==> config.mk <==
export PLATFORM = sky130hd
export DESIGN_NAME = tpulse_burst_gen
export DESIGN_NICKNAME = d
export VERILOG_FILES = /design/src/rtl/tpb_pkg.sv /design/src/rtl/tpb_counter.sv /design/src/rtl/tpb_fsm.sv /design/src/rtl/tpb_out_mux.sv /design/src/rtl/tpulse_burst_gen.sv
export SDC_FILE = /design/constraint.sdc
export NUM_CORES = 1
export LEC_CHECK = 0
export CAP_MARGIN = 5
export CELL_PAD_IN_SITES_DETAIL_PLACEMENT = 1
export CELL_PAD_IN_SITES_GLOBAL_PLACEMENT = 2
export CORE_MARGIN = 1
export CORE_UTILIZATION = 41
export CTS_CLUSTER_SIZE = 14
export DETAILED_ROUTE_END_ITERATION = 7
export DONT_BUFFER_PORTS = 1
export PLACE_DENSITY_LB_ADDON = 0.3
export SLEW_MARGIN = 20
export SYNTH_ARGS = -nofsm -noshare
export SYNTH_HDL_FRONTEND = slang
export SYNTH_SLANG_ARGS = --single-unit
==> constraint.sdc <==
create_clock -name clk -period 5.3 [get_ports clk]
set_input_delay 0.53 -clock clk [delete_from_list [all_inputs] [get_ports clk]]
set_output_delay 0.53 -clock clk [all_outputs]
set_load 0.02 [all_outputs]
==> src/rtl/tpb_pkg.sv <==
package tpb_pkg;

  typedef enum logic [1:0] {
    ST_IDLE = 2'd0,
    ST_HIGH = 2'd1,
    ST_GAP  = 2'd2,
    ST_DONE = 2'd3
  } tpb_state_e;

  // A programmed length of zero is promoted to one cycle.
  function automatic logic [31:0] eff_len(input logic [31:0] v);
    return (v == 32'd0) ? 32'd1 : v;
  endfunction

  // Edges from launch until done is visible.
  function automatic logic [47:0] burst_span(input logic [31:0] n,
                                             input logic [31:0] h,
                                             input logic [31:0] g);
    if (n == 32'd0) return 48'd0;
    return 48'(n) * 48'(eff_len(h)) + (48'(n) - 48'd1) * 48'(eff_len(g));
  endfunction

endpackage

==> src/rtl/tpb_counter.sv <==
module tpb_counter #(
  parameter int W = 16
) (
  input  logic         clk,
  input  logic         rst_n,
  input  logic         clr,
  input  logic         inc,
  output logic [W-1:0] value
);

  always_ff @(posedge clk or negedge rst_n) begin
    if (!rst_n)   value <= '0;
    else if (clr) value <= '0;
    else if (inc) value <= value + W'(1);
  end

endmodule

==> src/rtl/tpb_fsm.sv <==
module tpb_fsm
  import tpb_pkg::*;
#(
  parameter int CNT_W  = 16,
  parameter int DLY_W  = 16,
  parameter int HIGH_W = 8
) (
  input  logic              clk,
  input  logic              rst_n,
  input  logic              start,
  input  logic              ext_mode,
  input  logic [CNT_W-1:0]  num_pulses,
  input  logic [DLY_W-1:0]  gap_cycles,
  input  logic [HIGH_W-1:0] high_cycles,
  output logic              seq_pulse,
  output logic              busy_o,
  output logic              done_o
);

  localparam int PH_W = (DLY_W > HIGH_W) ? DLY_W : HIGH_W;

  tpb_state_e        state_q, state_d;
  logic [CNT_W-1:0]  num_sh;
  logic [PH_W-1:0]   high_sh, gap_sh;
  logic [CNT_W-1:0]  sent_cnt;
  logic [PH_W-1:0]   phase_cnt;

  // Named internal events used by the logic and the assertions.
  logic in_high, in_gap, start_acc, phase_last, last_pulse;
  logic [PH_W-1:0] phase_len;

  assign in_high    = (state_q == ST_HIGH);
  assign in_gap     = (state_q == ST_GAP);
  assign start_acc  = start && !ext_mode &&
                      ((state_q == ST_IDLE) || (state_q == ST_DONE));
  assign phase_len  = in_high ? high_sh : gap_sh;
  assign phase_last = (in_high || in_gap) && (phase_cnt == phase_len - PH_W'(1));
  assign last_pulse = in_high && phase_last && (sent_cnt == num_sh - CNT_W'(1));

  tpb_counter #(.W(PH_W)) u_phase_cnt (
    .clk   (clk),
    .rst_n (rst_n),
    .clr   (start_acc || phase_last || ext_mode),
    .inc   (in_high || in_gap),
    .value (phase_cnt)
  );

  tpb_counter #(.W(CNT_W)) u_sent_cnt (
    .clk   (clk),
    .rst_n (rst_n),
    .clr   (start_acc || ext_mode),
    .inc   (in_high && phase_last),
    .value (sent_cnt)
  );

  always_comb begin
    state_d = state_q;
    if (ext_mode) begin
      state_d = ST_IDLE;
    end else begin
      unique case (state_q)
        ST_IDLE, ST_DONE: if (start_acc)
                            state_d = (num_pulses == '0) ? ST_DONE : ST_HIGH;
        ST_HIGH:          if (phase_last)
                            state_d = last_pulse ? ST_DONE : ST_GAP;
        ST_GAP:           if (phase_last) state_d = ST_HIGH;
        default:          state_d = ST_IDLE;
      endcase
    end
  end

  always_ff @(posedge clk or negedge rst_n) begin
    if (!rst_n) begin
      state_q <= ST_IDLE;
      num_sh  <= '0;
      high_sh <= PH_W'(1);
      gap_sh  <= PH_W'(1);
    end else begin
      state_q <= state_d;
      if (start_acc) begin
        num_sh  <= num_pulses;
        high_sh <= PH_W'(eff_len(32'(high_cycles)));
        gap_sh  <= PH_W'(eff_len(32'(gap_cycles)));
      end
    end
  end

  assign seq_pulse = in_high;
  assign busy_o    = in_high || in_gap;
  assign done_o    = (state_q == ST_DONE);


  zero_count_chk: assert property (@(posedge clk) disable iff (!rst_n)
    (start_acc && num_pulses == '0) |=> (done_o && !seq_pulse));


  ext_idle_chk: assert property (@(posedge clk) disable iff (!rst_n)
    ext_mode |=> (!busy_o && !done_o));


  done_hold_chk: assert property (@(posedge clk) disable iff (!rst_n)
    (done_o && !start && !ext_mode) |=> done_o);


  sent_bound_chk: assert property (@(posedge clk) disable iff (!rst_n)
    busy_o |-> (sent_cnt < num_sh));


  gap_len_chk: assert property (@(posedge clk) disable iff (!rst_n)
    in_gap |-> (phase_cnt < gap_sh));


  cfg_stable_chk: assert property (@(posedge clk) disable iff (!rst_n)
    (busy_o && $past(busy_o)) |-> ($stable(num_sh) && $stable(high_sh) && $stable(gap_sh)));


  busy_done_excl_chk: assert property (@(posedge clk) disable iff (!rst_n)
    !(busy_o && done_o));

endmodule

==> src/rtl/tpb_out_mux.sv <==
module tpb_out_mux (
  input  logic ext_mode,
  input  logic ext_trig,
  input  logic seq_pulse,
  output logic pulse_out
);

  assign pulse_out = ext_mode ? ext_trig : seq_pulse;

endmodule

==> src/rtl/tpulse_burst_gen.sv <==
module tpulse_burst_gen #(
  parameter int CNT_W  = 16,
  parameter int DLY_W  = 16,
  parameter int HIGH_W = 8
) (
  input  logic              clk,
  input  logic              rst_n,
  input  logic              start,
  input  logic              ext_mode,
  input  logic              ext_trig,
  input  logic [CNT_W-1:0]  num_pulses,
  input  logic [DLY_W-1:0]  gap_cycles,
  input  logic [HIGH_W-1:0] high_cycles,
  output logic              pulse_out,
  output logic              busy,
  output logic              done
);

  logic seq_pulse;

  tpb_fsm #(.CNT_W(CNT_W), .DLY_W(DLY_W), .HIGH_W(HIGH_W)) u_fsm (
    .clk         (clk),
    .rst_n       (rst_n),
    .start       (start),
    .ext_mode    (ext_mode),
    .num_pulses  (num_pulses),
    .gap_cycles  (gap_cycles),
    .high_cycles (high_cycles),
    .seq_pulse   (seq_pulse),
    .busy_o      (busy),
    .done_o      (done)
  );

  tpb_out_mux u_mux (
    .ext_mode  (ext_mode),
    .ext_trig  (ext_trig),
    .seq_pulse (seq_pulse),
    .pulse_out (pulse_out)
  );


  reset_quiet_chk: assert property (@(posedge clk)
    $rose(rst_n) |-> (!busy && !done));

endmodule

# After elaboration in Yosys (flattened, before gate mapping)
# Index checks and enable logic that the tools add are counted.
# totals
ff_bits	82
input_bits	45
output_inout_bits	3
word_cells	52
# classes
add_sub_neg	4
n_eq_ne	8
muxes	15
n_reduce_logical	19
# op_table
cell	n
2-to-1 mux 16 bit	6
adder 16 x 1 -> 16 bit, second input constant	2
== test 16 bit	2
zero test 16 bit	2
subtractor 16 x 1 -> 16 bit, second input constant	2
2-to-1 mux 2 bit	5
zero test 8 bit	1
2-to-1 mux 8 bit	1
!= test 3 bit, second input constant	2
case mux 2 bit (3 select lines)	1
logical AND 1 bit	5
logical OR 1 bit	5
== test 2 bit, second input constant	2
nonzero test 2 bit	2
!= test 3 x 2 -> 1 bit, second input constant	1
AND reduction 3 bit	1
== test 2 x 1 -> 1 bit, second input constant	1
zero test 2 bit	1
2-to-1 mux 1 bit	2
OR reduction 2 bit	1
zero test 1 bit	1

# Logic depth before layout (Yosys ltp)
# Gate-level depths: netlist of run 1.
# depth
depth_word	11
mapped_depth	15
ltp_nobuf	12

# Modules after synthesis
# Synthesis of run 1 repeated with hierarchy kept, for this count alone.
# hier_totals
hier_cells	481
hier_area_um2	4832.1
# modules_own_cells
mod	n_inst	cells_per_inst	area_per_inst_um2	seq_area_each_um2
tpb_fsm	1	316	3072.9	1053.5
tpb_counter	2	82	872.1	400.4
tpb_out_mux	1	1	15.0	0.0

# Worst setup path before layout of run 1
# OpenSTA, ideal clock, no wires.
# synth_path
path_type	register -> register
startpoint	reg u_fsm.state_q[1]
endpoint	reg u_fsm.u_sent_cnt.value[11]
setup_time_ns	0.079
t_arrival_ns	3.694
required_ns	5.221
slack_ns	1.527
path_stages_with_launch	16
path_buffers	3
period_less_slack_ns	3.773
path_cell_list	dfrtp_1 inv_1 ha_1 buf_6 buf_6 mux2i_1 ha_1 nor4b_4 o22ai_2 or4_1 a311oi_2 nand4_1 or2_1 buf_6 nor4_1 mux2i_1
# synth_via
elab_chain_cells	7
word_cells_on_any_way	15
classes_between	add/sub (1); eq/ne (4); mux (2); reduce/logical (8)
# synth_rtl
element	line	text
start: declaration	tpb_fsm.sv:22	tpb_state_e state_q, state_d;
start signal: assignment	tpb_fsm.sv:79	state_q <= state_d;
== test 2 x 1 -> 1 bit	tpb_fsm.sv:32	assign in_high = (state_q == ST_HIGH);
2-to-1 mux 16 bit	tpb_fsm.sv:36	assign phase_len = in_high ? high_sh : gap_sh;
subtractor 16 x 1 -> 16 bit	tpb_fsm.sv:37	assign phase_last = (in_high || in_gap) && (phase_cnt == phase_len - PH_W'(1));
== test 16 bit	tpb_fsm.sv:37	
logical AND 1 bit	tpb_fsm.sv:37	
logical AND 1 bit	tpb_fsm.sv:52	.inc (in_high && phase_last),
nonzero test 2 bit (no line)	n/a	
end signal: assignment	tpb_counter.sv:14	else if (inc) value <= value + W'(1);
end: declaration	tpb_counter.sv:8	output logic [W-1:0] value
# Parallel ways exist; a longest one is shown, timed or not.
# A chain may end at the register's enable or synchronous reset.

# Worst setup path in the final report of run 1
# layout_path
startpoint	reg u_fsm.state_q[1]
endpoint	reg u_fsm.u_sent_cnt.value[12]
# Same word-level chain as after synthesis.

==> results of run 1 <==
critical path, cell delays in order (launching register included):
cell and delay (ps):
dfrtp_1 410, inv_1 90, ha_1 640, mux2i_1 380, ha_1 260, nor4b_4 310, o22ai_2 210, or4_1 520
a311oi_2 240, nand4_1 200, nor3_1 690, nand4_1 220, mux2i_1 200
per-stage QoR:
stage	worst slack, ps	power [W]	util	cell area, um2
4_1_cts	859.7	0.002834	0.4630	5309
6_report	827.7	0.002807	0.4636	5316
3_5_place_dp	891.2	0.002109	0.4311	4943
2_1_floorplan	1527	0.001840	-	4853
5_1_grt	577.1	0.002986	0.4636	5316
3_3_place_gp	1178	0.002055	0.4311	4943
routing by layer:
metal / routed length [um] / global-route usage / vias up
met5: 0 / 0 / -
met4: 263 / 0.08000 / 0
met3: 597 / 0.06014 / 17
met2: 6643 / 0.3905 / 72
met1: 5323 / 0.2579 / 1915
li1: - / - / 1808
final cells by class:
class	instances	area [um2]	area share
repair buffers	3	42.54	0.008002
multi-input cells	395	2850	0.5361
flip-flops and latches	74	1854	0.3488
inverters	14	52.55	0.009885
clock inverters	5	85.08	0.01600
clock buffers	11	252.7	0.04754
well taps	143	178.9	0.03366
power by group through the flow:
stage,registers (W),clock network (W),logic [W]
after floorplan,0.000895,0,0.000946
after CTS,0.00101,0.000709,0.00112
final,0.00100,0.000693,0.00111
after detailed placement,0.00101,0,0.00110
after global placement,0.00100,0,0.00105
after global routing,0.00103,0.000732,0.00122
timing repair:
item	4_1_cts	5_1_grt
hold endpoints to repair	72	0
hold buffers	1	0
gates resized for setup	0	0
worst paths after layout:
kind / end / cells past startpoint / startpoint
worst max-delay path: u_fsm.u_sent_cnt.value[12] / 12 / u_fsm.state_q[1]
worst min-delay path: u_fsm.gap_sh[0] / 0 / rst_n
worst max register to register: u_fsm.u_sent_cnt.value[12] / 12 / u_fsm.state_q[1]
min in group clk: u_fsm.high_sh[5] / 1 / high_cycles[5]
max in group asynchronous: u_fsm.gap_sh[4] / 1 / rst_n
worst min register to register: u_fsm.high_sh[0] / 2 / u_fsm.high_sh[0]
flip-flops by register name, summed over array words and instances, names as in the netlist:
signal / cells
u_fsm.gap_sh: 16
u_fsm.high_sh: 8
u_fsm.u_sent_cnt.value: 16
u_fsm.num_sh: 16
u_fsm.u_phase_cnt.value: 16
u_fsm.state_q: 2
Yosys cell counts (3+ instances only):
cell,instances,area share
or4_1,3,0.0046
mux2i_1,25,0.052
clkbuf_1,16,0.012
nor3b_1,3,0.0046
xnor2_1,29,0.052
nor3_1,16,0.016
nand3_1,20,0.021
nor2b_1,5,0.0064
nand2b_1,18,0.023
dfrtp_1,72,0.37
xor2_1,26,0.047
nor2_1,34,0.026
nand3b_1,5,0.0077
mux2_2,42,0.097
ha_1,7,0.018
o22ai_1,5,0.0064
or3_1,4,0.0052
inv_1,13,0.010
and3_1,4,0.0052
nor4_1,22,0.028
o21ai_0,16,0.016
nand2_1,41,0.032
nand4_1,13,0.017
a21oi_1,12,0.012
buf_6,3,0.0070
kinds of logic (layout without fill, tap and decap cells):
family,Yosys count,after routing,synth area share
AND/OR/NAND/NOR,204,204,0.2333
flip-flops,74,74,0.3821
multiplexers,67,67,0.1490
AO/OA/AOI/OAI,62,62,0.08533
XOR/XNOR,55,55,0.09925
buffers and inverters,36,33,0.03300
adder cells (fa/ha/maj),7,7,0.01805
==> metrics.md, run 1 <==
| Metric | Value |
|---|---|
| Outcome | complete, no violations |
| Leading cell types in the layout, fill and taps excluded | dfrtp_1 (72), mux2_2 (42), nand2_1 (41), nor2_1 (34), xnor2_1 (29) |
| Fin. Hold Viols | 0 |
| Sequential power share | 0.358 |
| Port Buf Inserts | 0 |
| Placed cells | 628 |
| Unrepaired setup endpoints after global routing | false |
| Clk pin slew, worst setup/hold paths | 60 ps |
| Min Tclk post-route | 4472 ps |
| Worst Path Required | 5570 ps |
| Number of global-route vias before repair | 4024 |
| Share of layout cells above drive strength 1 | 0.1554 |
| DRC violations left | 0 |
| CP Capture Type | flop |
| Clock Root Buffer | clkbuf_16 |
| DP Wirelength | 9409 um |
| Max H-tree Level | 3 |
| Avg Vias per Cell | 5.910 |
| Total grt overflow | 0 |
| Psw | 0.001089 W |
| Fin cells | 645 |
| Routed wire per std cell | 19.89 um |
| Total CTS buffers | 9 |
| Power density over cell area | 528.0 nW/um2 |
| Type of the worst setup path | flop to flop |
| Hold WC Path Type | input port to asynchronous set/reset pin |
| Ys flop type | dfrtp_1 |
| WHS | 20.47 ps |
| Syn Area/Cell | 9.611 um2 |
| Initial DRC count | 135 |
| TritonRoute pass-1 iters | 4 |
| Register bit total from synthesis | 74 |
| Period utilization | 0.8438 |
| CTS Buffer Depth | 2 |
| Largest net degree at the start of global routing | 73 |
| # IOs | 48 |
| Nets | 549 |
| Clk_skew | 10.95 ps |
| Fmax | 0.2236 GHz |
| Most common cell after layout, fill and taps aside | dfrtp_1 |
| Worst EP arrival | 4740 ps |
| Clock share of power | 0.247 |
| Sw frac | 0.3879 |
| DIE WIDTH | 110.8 um |
| Overall Global Routing Usage | 0.2221 |
| Reg2Reg Setup Slack | 830 ps |
| Clk sink count | 74 |
| Detail Route Antenna Nets | 0 |
| Sequential area share after synthesis | 0.3821 |
| CP Max Fanout | 15 |
| Final setup viols | 0 |
| Internal cell power | 0.001718 W |
| Initial Util | 0.4232 |
| Vias | 3812 |
| Worst setup SP type | flop |
| Tightest Pin Transition | 951.3 ps |
| Fillers | 1288 |
| Logic pwr share | 0.395 |
| Count of unique library cells instantiated by Yosys | 60 |
| Max Cap Viol | 0 |
| Synthesized area | 4853 um2 |
| Core box area | 11470 um2 |
| Die height | 110.8 um |
| Area Growth Syn to Fin | 9.539% |
| First-pass GRT wire length | 21310 um |
| Gpl congestion | 0.8418 |
| Antenna cell count | 0 |
| CTS tree | done |
| Worst-Skew Late Latency | 350 ps |
| Leakage power | 2.109 nW |
| Initial antenna violation count | 0 |
| Peak supply drop | 0.3055 mV |
| Post-synth EDFFs | 0 |
| Final WL | 12830 um |
| Final setup TNS | 0 ps |
| DIE AREA | 12280 um2 |
| Slew margin rel. | 0.3599 |
| Mapped Nets | 557 |
| Post-Synthesis Cells | 505 |
| Site Rows | 39 |
| Total number of yosys warnings | 0 |
| Final Max Tran Viols | 0 |
| Post-CTS Repair Setup Buffers | 0 |
| Async SR Flop Fraction | 1.000 |
No activity file was read; power rests on OpenSTA's default activity.
==> run 2, diff against run 1 <==
CORE_UTILIZATION = 37   (was 41)
clock period = 3.9 ns   (was 5.3 ns; I/O delays follow)
==> metrics.md, run 2 (synthesis results as in run 1) <==
| Metric | Value |
|---|---|
| Met2 routed WL | 6629 um |
| Post-CTS Repair Setup Buffers | 0 |
| Avg Vias per Cell | 5.525 |
| TritonRoute pass-1 iters | 4 |
| Clock Root Buffer | clkbuf_16 |
| Min Tclk post-route | 3649 ps |
| Total grt overflow | 0 |
| RR Startpoint | u_fsm.state_q[1] |
| Port Buf Inserts | 0 |
| Largest net degree at the start of global routing | 75 |
| Max H-tree Level | 3 |
| DRC violations left | 0 |
| Overall Global Routing Usage | 0.1976 |
| Gpl congestion | 0.7894 |
| Nets | 555 |
| Worst-Skew Late Latency | 340 ps |
| Reg2Reg Setup Slack | 250 ps |
| CTS Buffer Depth | 2 |
| CP Max Fanout | 7 |
| Met3 routed wirelength | 555 um |
| # IOs | 48 |
| Initial Util | 0.3815 |
| Initial DRC count | 140 |
| WHS Path Cells | 1 |
| Power density over cell area | 698.2 nW/um2 |
| Initial antenna violation count | 0 |
| Max Cap Viol | 0 |
| Final setup TNS | 0 ps |
| Peak supply drop | 0.3830 mV |
| Tot Pwr | 0.003773 W |
| Clk sink count | 74 |
| DP Wirelength | 9465 um |
| Worst setup SP type | flop |
| Slew margin rel. | 0.4165 |
| Core box area | 12720 um2 |
| Site Rows | 41 |
| Number of global-route vias before repair | 3967 |
| Final setup viols | 0 |
| Fin. Hold Viols | 0 |
| Worst Path Required | 4170 ps |
| First-pass GRT wire length | 20050 um |
| Crit. Startpoint | u_fsm.state_q[1] |
| Type of the worst setup path | flop to flop |
| Total CTS buffers | 9 |
| DIE AREA | 13580 um2 |
| Clk pin slew, worst setup/hold paths | 60 ps |
| Die height | 116.5 um |
| DIE WIDTH | 116.5 um |
| Tightest Pin Transition | 867.2 ps |
| Detail Route Antenna Nets | 0 |
| Met1 wire length | 5183 um |
| Hold WC Path Type | input port to flop |
| R2R depth | 12 |
| Vias | 3757 |
| Clk_skew | 5.845 ps |
| Most common cell after layout, fill and taps aside | dfrtp_1 |
| Antenna cell count | 0 |
| Routed wire per std cell | 18.59 um |
| Leakage power | 2.132 nW |
| Area Growth Syn to Fin | 11.34% |
| Share of layout cells above drive strength 1 | 0.1713 |
| CTS tree | done |
| Unrepaired setup endpoints after global routing | false |
| Fin area | 5404 um2 |
| Worst flop-to-flop path endpoint | u_fsm.u_sent_cnt.value[9] |
| Worst EP arrival | 3920 ps |
| Highest routed metal layer | met4 |
| Outcome | complete, no violations |
| Placed Area | 5017 um2 |
| Leading cell types in the layout, fill and taps excluded | dfrtp_1 (72), mux2_2 (42), nand2_1 (41), nor2_1 (34), xnor2_1 (29) |
| Period utilization | 0.9356 |
| Final Max Tran Viols | 0 |
| CP Capture Type | flop |
| CP endpoint | u_fsm.u_sent_cnt.value[9] |
| Final WL | 12640 um |
| Fmax | 0.2741 GHz |
## run 2: cell count changes in the layout (fill, tap and decap cells not counted), sizes merged
cell	change
dlygate4sd3	+1
bufinv	-1
inv	-1
clkinvlp	-1
clkinv	-1
clkbuf	+4
buf	+5
## run 2: how the worst min path moves through the flow
stage,slack (ps),start,to
2_1_floorplan,90,rst_n,u_fsm.gap_sh[10]
3_3_place_gp,100,rst_n,u_fsm.u_sent_cnt.value[3]
3_5_place_dp,100,rst_n,u_fsm.u_sent_cnt.value[7]
4_1_cts,180,gap_cycles[6],u_fsm.gap_sh[6]
5_1_grt,180,gap_cycles[9],u_fsm.gap_sh[9]
6_report,200,gap_cycles[11],u_fsm.gap_sh[11]
## run 2: per-layer routing
layer | track usage | up-vias
met3 | 0.05968 | 19
met4 | 0.07848 | 0
li1 | - | 1809
met1 | 0.2171 | 1869
met5 | 0 | -
met2 | 0.3554 | 60
## run 2: area by class of cell
| class | instances | area [um2] |
|---|---|---|
| Clock buffer | 15 | 287.8 |
| Clock inverter | 1 | 30.03 |
| Fill cell | 1486 | 7318 |
| Inverter | 14 | 52.55 |
| Multi-Input combinational cell | 395 | 2874 |
| Sequential cell | 74 | 1854 |
| Tap cell | 172 | 215.2 |
| Timing Repair Buffer | 9 | 90.09 |
## run 2: repair_timing
item,CTS,global route
hold buffers,2,0
setup endpoints to repair,0,3
gates resized for setup,0,6
hold endpoints to repair,74,0
## run 2: power breakdown
| group | total, W | leakage (nW) | switching, W | internal, W |
|---|---|---|---|---|
| Clock | 0.000870 | 0.156 | 0.000305 | 0.000565 |
| Combinational | 0.00153 | 1.03 | 0.000783 | 0.000747 |
| Sequential | 0.00137 | 0.941 | 0.000368 | 0.00101 |
## run 2: metrics by stage
| step | setup slack (ps) | cells | hold WS, ps | util |
|---|---|---|---|---|
| finish | 251.3 | 680 | 195.9 | 0.4248 |
| global route | 53.54 | 680 | 180.2 | 0.4248 |
| detailed placement | 180.6 | 662 | 99.48 | 0.3944 |
| CTS | 145.5 | 680 | 180.9 | 0.4223 |
| global placement | 299.2 | 662 | 99.70 | 0.3944 |
| floorplan | 127.0 | 505 | 94.41 | - |
## run 2: critical path, cell delays in order (launching register included)
cell      delay (ps)
dfrtp_1          400
inv_1             90
ha_1             290
mux2i_2          290
ha_1             230
nor4b_4          320
o22ai_2          120
or4_1            520
a311oi_2         270
nand4_1          190
or2_4            320
nor4_2           300
mux2i_1          220
==> run 3, diff against run 2 <==
CORE_ASPECT_RATIO = 2   (was unset)
CORE_UTILIZATION = 44   (was 37)
clock period = 4.6 ns   (was 3.9 ns; I/O delays follow)
==> metrics.md, run 3 (synthesis results as in run 1) <==
| Metric | Value |
|---|---|
| Max H-tree Level | 3 |
| Sequential Area | 1854 um2 |
| Period utilization | 0.8979 |
| Footprint of the multi-input gates | 2843 um2 |
| Site Rows | 53 |
| Initial DRC count | 135 |
| Clk pin slew, worst setup/hold paths | 70 ps |
| Hold WC Path Type | input port to asynchronous set/reset pin |
| Final WL | 13790 um |
| CTS tree | done |
| Number of global-route vias before repair | 4254 |
| Failing checks | negative hold slack |
| Worst-Skew Late Latency | 350 ps |
| Detail Route Antenna Nets | 0 |
| Clk sink count | 74 |
| Leakage power | 2.109 nW |
| Antenna cell count | 0 |
| Tightest Pin Transition | 1007 ps |
| Fmax | 0.2421 GHz |
| Share of layout cells above drive strength 1 | 0.1587 |
| Clk_skew | 10.06 ps |
| Area Growth Syn to Fin | 9.307% |
| # IOs | 48 |
| Post-CTS Repair Setup Buffers | 0 |
| Port Buf Inserts | 0 |
| DP Wirelength | 10470 um |
| Fillers | 1206 |
| DIE WIDTH | 76.27 um |
| CP Max Fanout | 12 |
| First-pass GRT wire length | 22390 um |
| Final Max Tran Viols | 0 |
| Max Cap Viol | 0 |
| Crit. Startpoint | u_fsm.state_q[1] |
| Leading cell types in the layout, fill and taps excluded | dfrtp_1 (72), mux2_2 (42), nand2_1 (41), nor2_1 (34), xnor2_1 (29) |
| Vias | 3851 |
| Final setup TNS | 0 ps |
| Fin. Hold Viols | 4 |
| Tot Pwr | 0.003250 W |
| TritonRoute pass-1 iters | 4 |
| Worst EP arrival | 4400 ps |
| Unrepaired setup endpoints after global routing | false |
| Min Tclk post-route | 4130 ps |
| Avg Vias per Cell | 6.008 |
| Initial antenna violation count | 0 |
| Clock Root Buffer | clkbuf_16 |
| Reg2Reg Setup Slack | 470 ps |
| Gpl congestion | 0.7908 |
| Total grt overflow | 0 |
| CP endpoint | u_fsm.u_sent_cnt.value[11] |
| DIE AREA | 11480 um2 |
| Worst Path Required | 4870 ps |
| Peak supply drop | 0.3371 mV |
| Most common cell after layout, fill and taps aside | dfrtp_1 |
| Routed wire per std cell | 21.51 um |
| Initial Util | 0.4574 |
| CTS Buffer Depth | 2 |
| Total CTS buffers | 9 |
| WHS | -13.40 ps |
| Type of the worst setup path | flop to flop |
| R2R depth | 12 |
| CP Capture Type | flop |
| Slew margin rel. | 0.3226 |
| RR Startpoint | u_fsm.state_q[1] |
| Largest net degree at the start of global routing | 75 |
| Outcome | finished, violations left |
| DRC violations left | 0 |
| Die height | 150.5 um |
| Worst setup SP type | flop |
| Core box area | 10610 um2 |
| Worst flop-to-flop path endpoint | u_fsm.u_sent_cnt.value[11] |
| Overall Global Routing Usage | 0.2557 |
| Final setup viols | 0 |
| Power density over cell area | 612.7 nW/um2 |
| Nets | 551 |
[run 3: changes by cell type in the layout (fill, tap and decap cells not counted), moves of 2 or more]
cell / delta
clkinvlp_4: +2
buf_4: -3
inv_6: +2
clkbuf_1: -2
clkbuf_8: -4
nor4_1: +3
nor4_2: -3
[run 3: metal layers]
layer / track usage / part of all wire / routed length (um) / vias to the layer above
met5: 0 / 0 / 0 / -
met3: 0.03455 / 0.018 / 252 / 23
met1: 0.2464 / 0.35 / 4772 / 1978
li1: - / - / - / 1812
met2: 0.5270 / 0.61 / 8429 / 38
met4: 0.1048 / 0.024 / 334 / 0
[run 3: layout make-up]
cell class | count | area share
Sequential cell | 74 | 0.3495
Multi-Input combinational cell | 395 | 0.5358
Clock buffer | 9 | 0.04245
Tap cell | 137 | 0.03231
Inverter | 14 | 0.009906
Timing Repair Buffer | 5 | 0.01085
Clock inverter | 7 | 0.01910
[run 3: critical path, cell delays in order (launching register included)]
cell,delay [ps]
dfrtp_1,410
inv_1,90
ha_1,490
mux2i_1,350
ha_1,260
nor4b_4,310
o22ai_2,200
or4_1,520
a311oi_2,250
nand4_1,160
or2_1,360
nor4_1,420
mux2i_1,220
[run 3: worst min path at each step]
stage,slack (ps),from,cells after the start,endpoint
floorplan,160,rst_n,0,u_fsm.gap_sh[10]
global placement,170,rst_n,0,u_fsm.gap_sh[15]
detailed placement,170,rst_n,0,u_fsm.u_sent_cnt.value[9]
CTS,30,rst_n,1,u_fsm.u_sent_cnt.value[10]
global route,20,rst_n,1,u_fsm.u_sent_cnt.value[10]
finish,-10,rst_n,1,u_fsm.u_sent_cnt.value[10]
[run 3: report_power, final]
| part | total [W] | switching [W] | internal, W |
|---|---|---|---|
| logic | 0.00129 | 0.000668 | 0.000621 |
| clock network | 0.000781 | 0.000301 | 0.000480 |
| registers | 0.00118 | 0.000330 | 0.000851 |
[run 3: metrics by stage]
| step | utilization | setup slack [ps] | std cells | hold WS (ps) | cell area [um2] |
|---|---|---|---|---|---|
| 2_1_floorplan | - | 827.0 | 505 | 164.4 | 4853 |
| 3_3_place_gp | 0.4666 | 675.8 | 624 | 167.7 | 4951 |
| 3_5_place_dp | 0.4666 | 463.3 | 624 | 167.4 | 4951 |
| 4_1_cts | 0.5000 | 427.5 | 641 | 26.05 | 5305 |
| 5_1_grt | 0.5000 | 64.84 | 641 | 22.18 | 5305 |
| 6_report | 0.5000 | 469.7 | 641 | -13.40 | 5305 |
[run 3: timing repair]
action | in CTS | in global routing
gates resized for setup | 0 | 0
hold buffers | 1 | 0
hold endpoints to repair | 74 | 0
